===== src/rtl/alarm_pkg.sv =====
package alarm_pkg;
  localparam int unsigned SYNC_STAGES = 2;

  function automatic int unsigned ms_ticks(input int unsigned hz, input int unsigned ms);
    int unsigned t;
    t = (hz / 1000) * ms;
    return (t == 0) ? 1 : t;
  endfunction
endpackage


===== src/rtl/alarm_sync.sv =====
module alarm_sync #(
  parameter int unsigned WIDTH  = 1,
  parameter int unsigned STAGES = 2
) (
  input  logic             clk_i,
  input  logic             rst_ni,
  input  logic [WIDTH-1:0] async_i,
  output logic [WIDTH-1:0] sync_o
);
  logic [WIDTH-1:0] stage_q [STAGES];

  genvar g;
  generate
    for (g = 0; g < STAGES; g++) begin : g_stage
      always_ff @(posedge clk_i or negedge rst_ni) begin
        if (!rst_ni) stage_q[g] <= '0;
        else if (g == 0) stage_q[g] <= async_i;
        else stage_q[g] <= stage_q[(g == 0) ? 0 : g-1];
      end
    end
  endgenerate

  assign sync_o = stage_q[STAGES-1];
endmodule


===== src/rtl/alarm_edge.sv =====
module alarm_edge #(
  parameter int unsigned WIDTH  = 1,
  parameter int unsigned SETTLE = 3
) (
  input  logic             clk_i,
  input  logic             rst_ni,
  input  logic [WIDTH-1:0] level_i,
  output logic [WIDTH-1:0] pulse_o
);
  localparam int unsigned CW = $clog2(SETTLE + 1);

  logic [WIDTH-1:0] prev_q;
  logic [CW-1:0]    settle_q;
  logic             ready;

  assign ready = (settle_q == CW'(SETTLE));

  // prev tracks level from reset so a level already high never looks like an edge
  always_ff @(posedge clk_i or negedge rst_ni) begin
    if (!rst_ni) begin
      prev_q   <= '0;
      settle_q <= '0;
    end else begin
      prev_q <= level_i;
      if (!ready) settle_q <= settle_q + 1'b1;
    end
  end

  assign pulse_o = ready ? (level_i & ~prev_q) : '0;

  assert_edge_needs_low_before_R8: assert property (@(posedge clk_i) disable iff (!rst_ni)
    (|pulse_o) |-> ((pulse_o & $past(level_i)) == '0));
endmodule


===== src/rtl/alarm_ontimer.sv =====
module alarm_ontimer #(
  parameter int unsigned TICKS = 10
) (
  input  logic clk_i,
  input  logic rst_ni,
  input  logic run_i,
  output logic done_o
);
  localparam int unsigned CW = $clog2(TICKS + 1);

  logic [CW-1:0] cnt_q;

  always_ff @(posedge clk_i or negedge rst_ni) begin
    if (!rst_ni) cnt_q <= '0;
    else if (!run_i) cnt_q <= '0;
    else if (cnt_q != CW'(TICKS - 1)) cnt_q <= cnt_q + 1'b1;
  end

  assign done_o = run_i && (cnt_q == CW'(TICKS - 1));

  assert_timer_in_range_R4: assert property (@(posedge clk_i) disable iff (!rst_ni)
    cnt_q < CW'(TICKS));
  assert_timer_fresh_R4: assert property (@(posedge clk_i) disable iff (!rst_ni)
    !run_i |=> (cnt_q == '0));
endmodule


===== src/rtl/alarm_flasher.sv =====
module alarm_flasher #(
  parameter int unsigned ON_TICKS     = 1,
  parameter int unsigned PERIOD_TICKS = 4
) (
  input  logic clk_i,
  input  logic rst_ni,
  input  logic en_i,
  output logic pulse_o
);
  localparam int unsigned CW = $clog2(PERIOD_TICKS + 1);

  logic [CW-1:0] cnt_q;

  always_ff @(posedge clk_i or negedge rst_ni) begin
    if (!rst_ni) cnt_q <= '0;
    else if (!en_i) cnt_q <= '0;
    else if (cnt_q == CW'(PERIOD_TICKS - 1)) cnt_q <= '0;
    else cnt_q <= cnt_q + 1'b1;
  end

  assign pulse_o = en_i && (cnt_q < CW'(ON_TICKS));

  assert_flash_in_period_R7: assert property (@(posedge clk_i) disable iff (!rst_ni)
    cnt_q < CW'(PERIOD_TICKS));
  assert_flash_restart_R7: assert property (@(posedge clk_i) disable iff (!rst_ni)
    $rose(en_i) |-> pulse_o);
endmodule


===== src/rtl/alarm_ctrl.sv =====
module alarm_ctrl #(
  parameter int unsigned NUM_SENSORS     = 3,
  parameter int unsigned CLK_HZ          = 50_000_000,
  parameter int unsigned TIMEOUT_MS      = 10_000,
  parameter int unsigned FLASH_ON_MS     = 100,
  parameter int unsigned FLASH_PERIOD_MS = 2_000
) (
  input  logic                   clk_i,
  input  logic                   rst_ni,
  input  logic [NUM_SENSORS-1:0] sensor_i,
  input  logic                   clear_i,
  output logic                   alarm_o,
  output logic                   armed_o
);
  import alarm_pkg::*;

  localparam int unsigned TIMEOUT_TICKS = ms_ticks(CLK_HZ, TIMEOUT_MS);
  localparam int unsigned ON_TICKS      = ms_ticks(CLK_HZ, FLASH_ON_MS);
  localparam int unsigned PERIOD_TICKS  = ms_ticks(CLK_HZ, FLASH_PERIOD_MS);

  logic [NUM_SENSORS-1:0] sens_s;
  logic [NUM_SENSORS-1:0] set_pulse;
  logic                   clr_s;
  logic                   tmo_done;
  logic                   alarm_q;
  logic                   flash;

  alarm_sync #(.WIDTH(NUM_SENSORS + 1), .STAGES(SYNC_STAGES)) u_sync (
    .clk_i  (clk_i),
    .rst_ni (rst_ni),
    .async_i({clear_i, sensor_i}),
    .sync_o ({clr_s, sens_s})
  );

  alarm_edge #(.WIDTH(NUM_SENSORS), .SETTLE(SYNC_STAGES + 1)) u_edge (
    .clk_i  (clk_i),
    .rst_ni (rst_ni),
    .level_i(sens_s),
    .pulse_o(set_pulse)
  );

  alarm_ontimer #(.TICKS(TIMEOUT_TICKS)) u_timer (
    .clk_i (clk_i),
    .rst_ni(rst_ni),
    .run_i (alarm_q),
    .done_o(tmo_done)
  );

  // reset terms dominate set
  always_ff @(posedge clk_i or negedge rst_ni) begin
    if (!rst_ni) alarm_q <= 1'b0;
    else if (clr_s || tmo_done) alarm_q <= 1'b0;
    else if (|set_pulse) alarm_q <= 1'b1;
  end

  alarm_flasher #(.ON_TICKS(ON_TICKS), .PERIOD_TICKS(PERIOD_TICKS)) u_flash (
    .clk_i  (clk_i),
    .rst_ni (rst_ni),
    .en_i   (!alarm_q),
    .pulse_o(flash)
  );

  assign alarm_o = alarm_q;
  assign armed_o = flash && !alarm_q;

  assert_set_on_edge_R1: assert property (@(posedge clk_i) disable iff (!rst_ni)
    ((|set_pulse) && !clr_s && !tmo_done) |=> alarm_o);
  assert_rise_has_cause_R1: assert property (@(posedge clk_i) disable iff (!rst_ni)
    $rose(alarm_o) |-> $past(|set_pulse));
  assert_clear_wins_R9: assert property (@(posedge clk_i) disable iff (!rst_ni)
    clr_s |=> !alarm_o);
  assert_timeout_clears_R4: assert property (@(posedge clk_i) disable iff (!rst_ni)
    tmo_done |=> !alarm_o);
  assert_lamp_dark_R6: assert property (@(posedge clk_i) disable iff (!rst_ni)
    alarm_o |-> !armed_o);
endmodule


===== config.mk =====
export PLATFORM = sky130hd
export DESIGN_NAME = alarm_ctrl
export DESIGN_NICKNAME = d
export VERILOG_FILES = /design/src/rtl/alarm_pkg.sv /design/src/rtl/alarm_sync.sv /design/src/rtl/alarm_edge.sv /design/src/rtl/alarm_ontimer.sv /design/src/rtl/alarm_flasher.sv /design/src/rtl/alarm_ctrl.sv
export SDC_FILE = /design/constraint.sdc
export NUM_CORES = 1
export LEC_CHECK = 0
export ABC_AREA = 1
export BUFFER_PORTS_ARGS = -buffer_cell sky130_fd_sc_hd__buf_2
export CORE_MARGIN = 3
export CORE_UTILIZATION = 50
export CTS_CLUSTER_DIAMETER = 30
export CTS_CLUSTER_SIZE = 8
export DETAILED_ROUTE_END_ITERATION = 10
export GPL_TIMING_DRIVEN = 0
export PLACE_DENSITY = 0.66
export SLEW_MARGIN = 20
export SYNTH_ARGS = -nofsm -noshare
export SYNTH_HDL_FRONTEND = slang
export SYNTH_SLANG_ARGS = --single-unit

===== constraint.sdc =====
create_clock -name clk_i -period 2 [get_ports clk_i]
set_clock_uncertainty 0.15 [all_clocks]
set_input_delay 0 -clock clk_i [delete_from_list [all_inputs] [get_ports clk_i]]
set_output_delay 0 -clock clk_i [all_outputs]
set_load 0.02 [all_outputs]

== Yosys cells after proc, flatten, opt, wreduce, memory -nomap -nowiden ==
Index checks and enable logic that the tools add are counted.
Storage, ports and cells
  bits in registers: 70
  input port bits: 6
  output and inout bits: 2
  logic and storage cells: 32
Cells by class
  add/sub/neg operators: 3
  order comparisons: 1
  equal/unequal tests: 5
  mux-type cells: 7
  bitwise gates (word level): 2
  reductions and logical operators: 7
Operators with widths (number)
  $mux W29: 2
  $mux W27: 2
  $add A29 B1 Y29 const B: 1
  $eq A29 B29 Y1 const B: 1
  $ne A29 B29 Y1 const B: 1
  $add A27 B1 Y27 const B: 1
  $eq A27 B27 Y1 const B: 1
  $lt A27 B23 Y1 const B: 1
  $and A3 B3 Y3: 1
  $logic_and A1 B1 Y1: 3
  $mux W3: 1
  $not A3 Y3: 1
  $reduce_or A3 Y1: 1
  $add A2 B1 Y2 const B: 1
  $eq A2 B2 Y1 const B: 1
  $mux W1: 2
  $ne A2 B1 Y1 const B: 1
  $reduce_bool A2 Y1: 1
  $logic_not A1 Y1: 1
  $logic_or A1 B1 Y1: 1

== Longest topological paths before layout ==
Gate-level depths: netlist (run 1).
  depth in word-level cells: 6
  depth in mapped cells: 9
  gate-level depth less buffers: 9

== Modules after synthesis ==
From an unflattened synthesis (run 1), not the netlist that was laid out.
Second synthesis, totals
  cell total of the unflattened synthesis: 580
  area total of the unflattened synthesis: 4140.2 um^2
By module, submodules not included
  alarm_ontimer: times used 1, cells an instance 305, area an instance 1931.9 um^2, sequential area each 725.7 um^2
  alarm_flasher: times used 1, cells an instance 232, area an instance 1715.4 um^2, sequential area each 675.6 um^2
  alarm_sync: times used 1, cells an instance 12, area an instance 230.2 um^2, sequential area each 200.2 um^2
  alarm_edge: times used 1, cells an instance 21, area an instance 202.7 um^2, sequential area each 125.1 um^2
  alarm_ctrl: times used 1, cells an instance 10, area an instance 60.1 um^2, sequential area each 25.0 um^2

== Worst setup path before layout (run 1) ==
Ideal clock, no wire load.
  path type: reg2reg
  from: reg u_flash.cnt_q[0]
  to: reg u_flash.cnt_q[20]
  library setup time: 0.132 ns
  arrival: 1.258 ns
  data required time: 1.718 ns
  slack: 0.461 ns
  stages on the path, launching flop included: 9
  path buffers: 0
  period minus slack after synthesis: 1.539 ns
  cells stage by stage: dfrtp_1 -> ha_1 -> nand2_1 -> nor2_2 -> nand2_1 -> nor2_1 -> nand2_1 -> nand3_1 -> nor2_1
On the way
  word-level cells in the longest chain between the ends: 3
  elaborated cells on any way between the ends: 4
  classes of those cells: 1 x add/sub; 1 x eq/ne; 2 x mux
RTL lines
  start: declaration: line alarm_flasher.sv:12  | logic [CW-1:0] cnt_q;
  start signal: assignment: line alarm_flasher.sv:18  | else cnt_q <= cnt_q + 1'b1;
  $add A27 B1 Y27 / $eq A27 B27 Y1 (equally long branches): line alarm_flasher.sv:18, alarm_flasher.sv:17
  $mux W27 *: line alarm_flasher.sv:17  | else if (cnt_q == CW'(PERIOD_TICKS - 1)) cnt_q <= '0;
  $mux W27 *: line alarm_flasher.sv:16  | else if (!en_i) cnt_q <= '0;
Every way passes the cells marked *; elsewhere a longest branch is shown, timed or not.
A chain may end at the register's enable or synchronous reset.

== Final worst setup path (run 1) ==
  from: reg alarm_q (netlist: alarm_o)
  to: out armed_o
On the way
  word-level cells in the longest chain between the ends: 3
RTL lines
  start: declaration: line alarm_ctrl.sv:25  | logic alarm_q;
  start signal: assignment: line alarm_ctrl.sv:51  | if (!rst_ni) alarm_q <= 1'b0;
  start signal: assignment: line alarm_ctrl.sv:52  | else if (clr_s || tmo_done) alarm_q <= 1'b0;
  start signal: assignment: line alarm_ctrl.sv:53  | else if (|set_pulse) alarm_q <= 1'b1;
  $logic_not A1 Y1 *
  $logic_and A1 B1 Y1: line alarm_flasher.sv:21  | assign pulse_o = en_i && (cnt_q < CW'(ON_TICKS));
  $logic_and A1 B1 Y1 *: line alarm_ctrl.sv:64  | assign armed_o = flash && !alarm_q;
  end: declaration: line alarm_ctrl.sv:13  | output logic armed_o
Marks and branches as above.

==> out/results.ini, run 1 <==
[logic_synthesis]
ys_ff_latch=70
synth_ff_type=dfrtp_1
postSynth.asyncResetShare_pct=100
synth_cells=583
syn_area_um2=4110
synth_cell_types=30
yosys_warnings=0
synth_compound_area_share_pct=2.40
synth_largest_area_cell=dfrtp_1
synthXorXnorAreaFrac_pct=3.19
yosys.area_share.simple_pct=44.6
synth_seq_area_share_pct=42.6
synth_edf_count=0
synth.most_common_cell=nand2_1
yosys-top-cells-count=nand2_1 (160), nor2_1 (128), dfrtp_1 (70), inv_1 (57), nand3_1 (52)
synth_top_family_by_area=simple AND/OR/NAND/NOR gates
syn_area_per_cell_um2=7.05
synth_area_leaders=dfrtp_1 (43%), nand2_1 (15%), nor2_1 (12%)
synth_nets=592
synthAdderAreaFrac_pct=0.913
synthMuxAreaShare_pct=0.274
synth_top_area_share_pct=42.6

[sta]
fin_ws_ns=0.109
fin_crit_sh_pct=94.6
hold_ws_ns=0.0165
report.final.hold_viol_count=0
setup_viol=0
fmax_ghz=0.529
final_max_slew_viol_count=0
worst_slew_pin_slew_ns=0.913
relSlewSlack_pct=38.9
fin_crit_ns=1.89

[die]
core-area_um2=7850
die_area_um2=9350
rows=32
die_width_um=96.7
die_y_um=96.7
ios=8
start_util_pct=52.4

[critical_path]
endpoint=armed_o
cp-end-kind=primary output
ff2ff_path_depth=8
crit_type=reg2out
cp_slowest_cell=dfrtp_1
critical_path.cell_chain=clkbuf_1, nor3_1, nand4_1, a21oi_1, buf_2
rrSetupSlack_ns=0.12
startpoint_type=flip-flop
path_buf_inv=2
worstReg2RegStart=u_flash.cnt_q[0]
cp_max_fo=10
critPathLaunch=alarm_o
critical_path_cell_count=5
cp.required_ns=1.85
arrival_ns=1.74
path_delay_family=buffers and inverters
max_stage_delay_ns=0.43
reg2reg_to=u_flash.cnt_q[13]

[final_layout]
nets=617
antenna_cells=0
drive_above_1_share_pct=11.6
nFillCells=751
final_cells=715
design_area_um2=4590
multi_input_area_um2=2120
area_growth_pct=11.7
regArea_um2=1750

[cts]
cts_htree_levels=3
cts_tree=built
root_buffer=clkbuf_8
cts_buffers=9
clock_latency_ns=0.35
clk_pin_slew_ns=0.08
post_cts_buffers=0
clockBufferDepth=2
clock_sinks=70

[placement]
portBuffers=7
place_inst=693
dp_slack_ns=0.0773
place_area_um2=4310
place_congestion=0.908
dp_hpwl_mm=7.56

[grt]
first_global_vias=3540
grt.overflow.total=0
grt_max_degree=51
grt_antenna_before_repair=0
grt_usage_pct=23.1
grt_first_pass_wirelength_mm=17.4

[status]
status=finished clean

[power]
power.leakage_nw=2.01
p_per_area_nw_per_um2=642
max-vdd-ir-drop_mv=0.344

[min_path]
min_path_type=in2async

[detailed_routing]
postRouteAntennaNets=0
initialDrtViolationCount=247
viasPerCell=5.21
vias=3727
drtPass1Iterations=6
drc_errors=0
wl_mm=10.3
wl_per_cell_um=14.4

[run]
maxCapViolations=0

[kinds of logic after synthesis]
group / after synthesis
compound gates: 19
xor+xnor: 15
fa+ha+maj: 3
buf+inv: 65
flops: 70
mux: 1
simple gates: 410
[metrics by stage]
step | total power, mW | TNS (ns) | utilization (%)
global placement | 1.65 | 0 | 54.5
global route | 3.07 | -0.0364 | 58.5
CTS | 2.98 | 0 | 58.5
finish | 2.95 | 0 | 58.5
floorplan | 1.58 | 0 | -
detailed placement | 1.66 | 0 | 54.9
[layout make-up]
| cell class | instances | share of cell area (%) |
|---|---|---|
| inverters | 60 | 4.90 |
| repair buffers | 14 | 2.72 |
| multi-input cells | 448 | 46.1 |
| well taps | 102 | 2.78 |
| clock buffers | 9 | 2.70 |
| clock inverters | 7 | 2.13 |
| flip-flops and latches | 70 | 38.1 |
| plain buffers | 5 | 0.490 |
[state kept, by name (all words and copies together), names as in the netlist]
name	cells
u_flash.cnt_q	27
alarm_o	1
u_edge.settle_q	2
u_sync.stage_q	4
u_sync.sync_o	4
u_edge.prev_q	3
u_timer.cnt_q	29
[worst min-delay path by stage]
stage / start / end / cells after the start
6_report: rst_ni / u_sync.stage_q[4] / 3
5_1_grt: rst_ni / u_edge.settle_q[0] / 3
4_1_cts: rst_ni / u_edge.prev_q[2] / 3
3_5_place_dp: rst_ni / u_edge.settle_q[1] / 1
3_3_place_gp: sensor_i[2] / u_sync.stage_q[6] / 1
2_1_floorplan: rst_ni / alarm_o / 0
[report_power, final]
part / switching [mW] / internal, mW / leakage, nW / total [mW]
Sequential: 0.0334 / 1.45 / 0.935 / 1.48
Clock: 0.600 / 0.706 / 0.106 / 1.31
Combinational: 0.105 / 0.0529 / 0.966 / 0.158
[cell usage in the layout (no fill, tap or decap), types with 5 or more instances in the layout]
| master | count |
|---|---|
| nor2_4 | 5 |
| nand3_1 | 52 |
| dlygate4sd3_1 | 6 |
| buf_2 | 6 |
| or2_2 | 5 |
| inv_1 | 57 |
| nand4_1 | 9 |
| nand3_2 | 6 |
| a21oi_1 | 8 |
| xor2_1 | 13 |
| nand2_2 | 9 |
| nor2_2 | 14 |
| nand2_1 | 158 |
| nor2_1 | 128 |
| nor3_1 | 12 |
| dfrtp_1 | 70 |
| clkbuf_8 | 9 |
| o21ai_0 | 10 |
[per-layer routing]
metal  GRT usage, %  share of wire, %
met1           34.8                49
met2           34.1                44
met3           4.11               5.9
met4           6.48               1.1
met5              0                 0
[worst register-to-register path: stages (launching register included)]
cell and delay, ns:
dfrtp_1 0.43, ha_1 0.23, nand2_1 0.09, nor2_2 0.21
nand2_2 0.15, inv_2 0.10, nand3_2 0.13, nand2_2 0.20
nor2_1 0.07
[repair_timing]
item | CTS | global route
hold endpoints to repair | 74 | 0
setup endpoints to repair | 0 | 15
hold buffers | 6 | 0
resized for setup | 0 | 2
Note: power is estimated with default switching activity, not from simulation.
==> inputs of run 2 (changes only) <==
Settings changed: SYNTH_HIERARCHICAL from default to 1.
==> run 2 against run 1 <==
Worst setup slack better by 0.0083 ns. Via count shrank 3.4%. Global-route usage decreased by 1.5 points. Count of clock-buffer cells in the layout did not move. Combinational power increased by 25%. Sequential power is essentially flat. Largest power group unchanged.
==> out/results.ini, run 2 <==
[critical_path]
max_stage_delay_ns=0.45
crit_type=reg2out
startpoint_type=flip-flop
path_common_cell=nor2_1
cp_max_fo=6
critical_path.cell_chain=or2_2, nor3_2, nand2_1, nor2_1, nor2_1, inv_1, nor2_1, buf_2
cp-end-kind=primary output
cp_slowest_cell=dfrtp_2
ff2ff_path_depth=9
cp.required_ns=1.85
arrival_ns=1.73

[placement]
portBuffers=7
place_congestion=0.913
dp_hpwl_mm=7.03

[power]
internal_power_mw=2.24
power.leakage_nw=2.03
clkPwrFrac_pct=44.5
switching_share_pct=25.8
p_seq_share_pct=49.0
p_switching_uw=779
comb_power_share_pct=6.5
max-vdd-ir-drop_mv=0.532
p_per_area_nw_per_um2=648

[logic_synthesis]
synth_seq_area_share_pct=42.3
yosys-top-cells-count=nand2_1 (165), nor2_1 (127), dfrtp_1 (70), nand3_1 (51), inv_1 (50)
synth_ff_type=dfrtp_1
synth_top_area_share_pct=42.3
synth.most_common_cell=nand2_1
postSynth.asyncResetShare_pct=100
syn_area_per_cell_um2=7.14
syn_area_um2=4140
synth_largest_area_cell=dfrtp_1
ys_ff_latch=70
yosys_warnings=6
synth_cells=580
synth_cell_types=27
synth_area_leaders=dfrtp_1 (42%), nand2_1 (15%), nor2_1 (12%)
synth_edf_count=0
synth_nets=590

[final_layout]
regMostFlops=u_timer/cnt_q
nets=617
final_common_cell=nand2_1
antenna_cells=0
layout_common_cells=nand2_1 (165), nor2_1 (126), dfrtp_1 (66)
nFillCells=759
final_util_pct=59.1
largestRegisters=u_timer/cnt_q (29), u_flash/cnt_q (27)
largest_reg_flops=29
drive_above_1_share_pct=14.5
area_growth_pct=12.5

[die]
core-area_um2=7890
die_area_um2=9410
die_width_um=97.0
start_util_pct=52.5
die_y_um=97.0
ios=8
rows=32

[sta]
relSlewSlack_pct=52.9
fin_crit_sh_pct=94.2
final_max_slew_viol_count=0
worst_slew_pin_slew_ns=0.704
finalSetupTns_ns=0
setup_viol=0
fmax_ghz=0.531
rsz0062_at_grt=no
report.final.hold_viol_count=0
fin_crit_ns=1.88

[detailed_routing]
vias=3599
wl_met1_mm=4.18
wl_met2_mm=4.95
routed.top_layer=met4
drc_errors=0
wl_mm=9.62
postRouteAntennaNets=0
wl_per_cell_um=13.5
drtPass1Iterations=4
wl_met3_um=288
initialDrtViolationCount=133
viasPerCell=5.04

[grt]
grt.overflow.total=0
grt_usage_pct=21.6
grt_first_pass_wirelength_mm=16.5
grt_max_degree=57
first_global_vias=3613
grt_antenna_before_repair=0

[cts]
clock_sinks=70
clock_latency_ns=0.36
cts_htree_levels=3
cts_buffers=9
clk_pin_slew_ns=0.09
root_buffer=clkbuf_8
cts_tree=built
clockBufferDepth=2

[status]
status=finished clean

[min_path]
min_path_type=in2async

[run]
maxCapViolations=0

==> run 2: cell types whose count changed after synthesis, sizes merged, moves of 4 or more <==
| cell | previous run | this run |
|---|---|---|
| o21ai | 10 | 6 |
| nand3 | 58 | 52 |
| nand2 | 168 | 177 |
| inv | 60 | 51 |
| nor2 | 147 | 156 |
| nand4 | 9 | 2 |
| buf | 1 | 5 |
| xnor2 | 2 | 7 |
| a21oi | 8 | 12 |
==> run 2: final cells by class <==
cell class                      count  area [µm²]  area share [%]
Buffer                              7        42.5           0.913
Clock buffer                        9         124            2.66
Clock inverter                      7         103            2.20
Inverter                           51         198            4.24
Multi-Input combinational cell    452        2170            46.5
Sequential cell                    70        1760            37.7
Tap cell                          102         128            2.74
Timing Repair Buffer               16         140            3.01
==> run 2: cell families after synthesis <==
logic type / count (synthesis) / share of synthesized area [%]
xor gates and xnor gates: 18 / 3.81
buffers and inverters: 58 / 5.65
adders and majority gates: 4 / 1.21
and+or+nand+nor: 412 / 44.8
DFF: 70 / 42.3
AOI/OAI and AO/OA: 18 / 2.18
==> run 2: per-layer routing <==
metal | global-route usage, % | vias to the layer above
met5 | 0 | -
met4 | 9.72 | 0
met3 | 4.04 | 16
met2 | 37.6 | 56
met1 | 25.7 | 1674
li1 | - | 1853
==> run 2: power by group through the flow <==
stage                     sequential, mW  clock (mW)  combinational, mW
after floorplan                     1.50           0              0.104
after global placement              1.51           0              0.168
after detailed placement            1.51           0              0.179
after CTS                           1.48        1.38              0.197
after global routing                1.48        1.45              0.227
final                               1.48        1.34              0.197
==> run 2: final timing paths <==
| check | start | end | slack [ns] |
|---|---|---|---|
| worst max-delay path | u_flash/cnt_q[12] | armed_o | 0.12 |
| worst max register to register | u_timer/cnt_q[0] | alarm_o | 0.18 |
| min in group clk_i | sensor_i[1] | u_sync/stage_q[5] | 0.13 |
| max in group asynchronous | rst_ni | u_timer/cnt_q[10] | 0.60 |
| worst min-delay path | rst_ni | u_timer/cnt_q[20] | 0.005 |
| worst min register to register | u_sync/stage_q[7] | u_sync/sync_o[3] | 0.20 |
==> run 2: worst max-delay path: cells and delay by family, from the launching register on <==
kind                   cells  cell delay [ns]
buffers and inverters      2             0.20
and+or+nand+nor            6             0.71
DFF                        1             0.45
==> run 2: per-stage QoR <==
step | total power [mW] | hold WS (ns) | setup WS (ns) | cell area (µm²) | instances
after detailed placement | 1.69 | -0.266 | 0.0983 | 4330 | 690
after global routing | 3.16 | 0.0246 | 0.00619 | 4660 | 714
final | 3.02 | 0.00504 | 0.117 | 4660 | 714
after global placement | 1.67 | -0.0416 | 0.135 | 4300 | 689
after CTS | 3.05 | 0.0185 | 0.0667 | 4630 | 713
after floorplan | 1.61 | -0.446 | 0.327 | 4140 | 580
==> run 2: timing repair <==
action                                  in CTS  in global routing
setup buffers                                1                  1
resized for setup                            2                  8
hold buffers                                 6                  0
hold endpoints to repair                    74                  0
endpoints found under the setup margin       1                  4
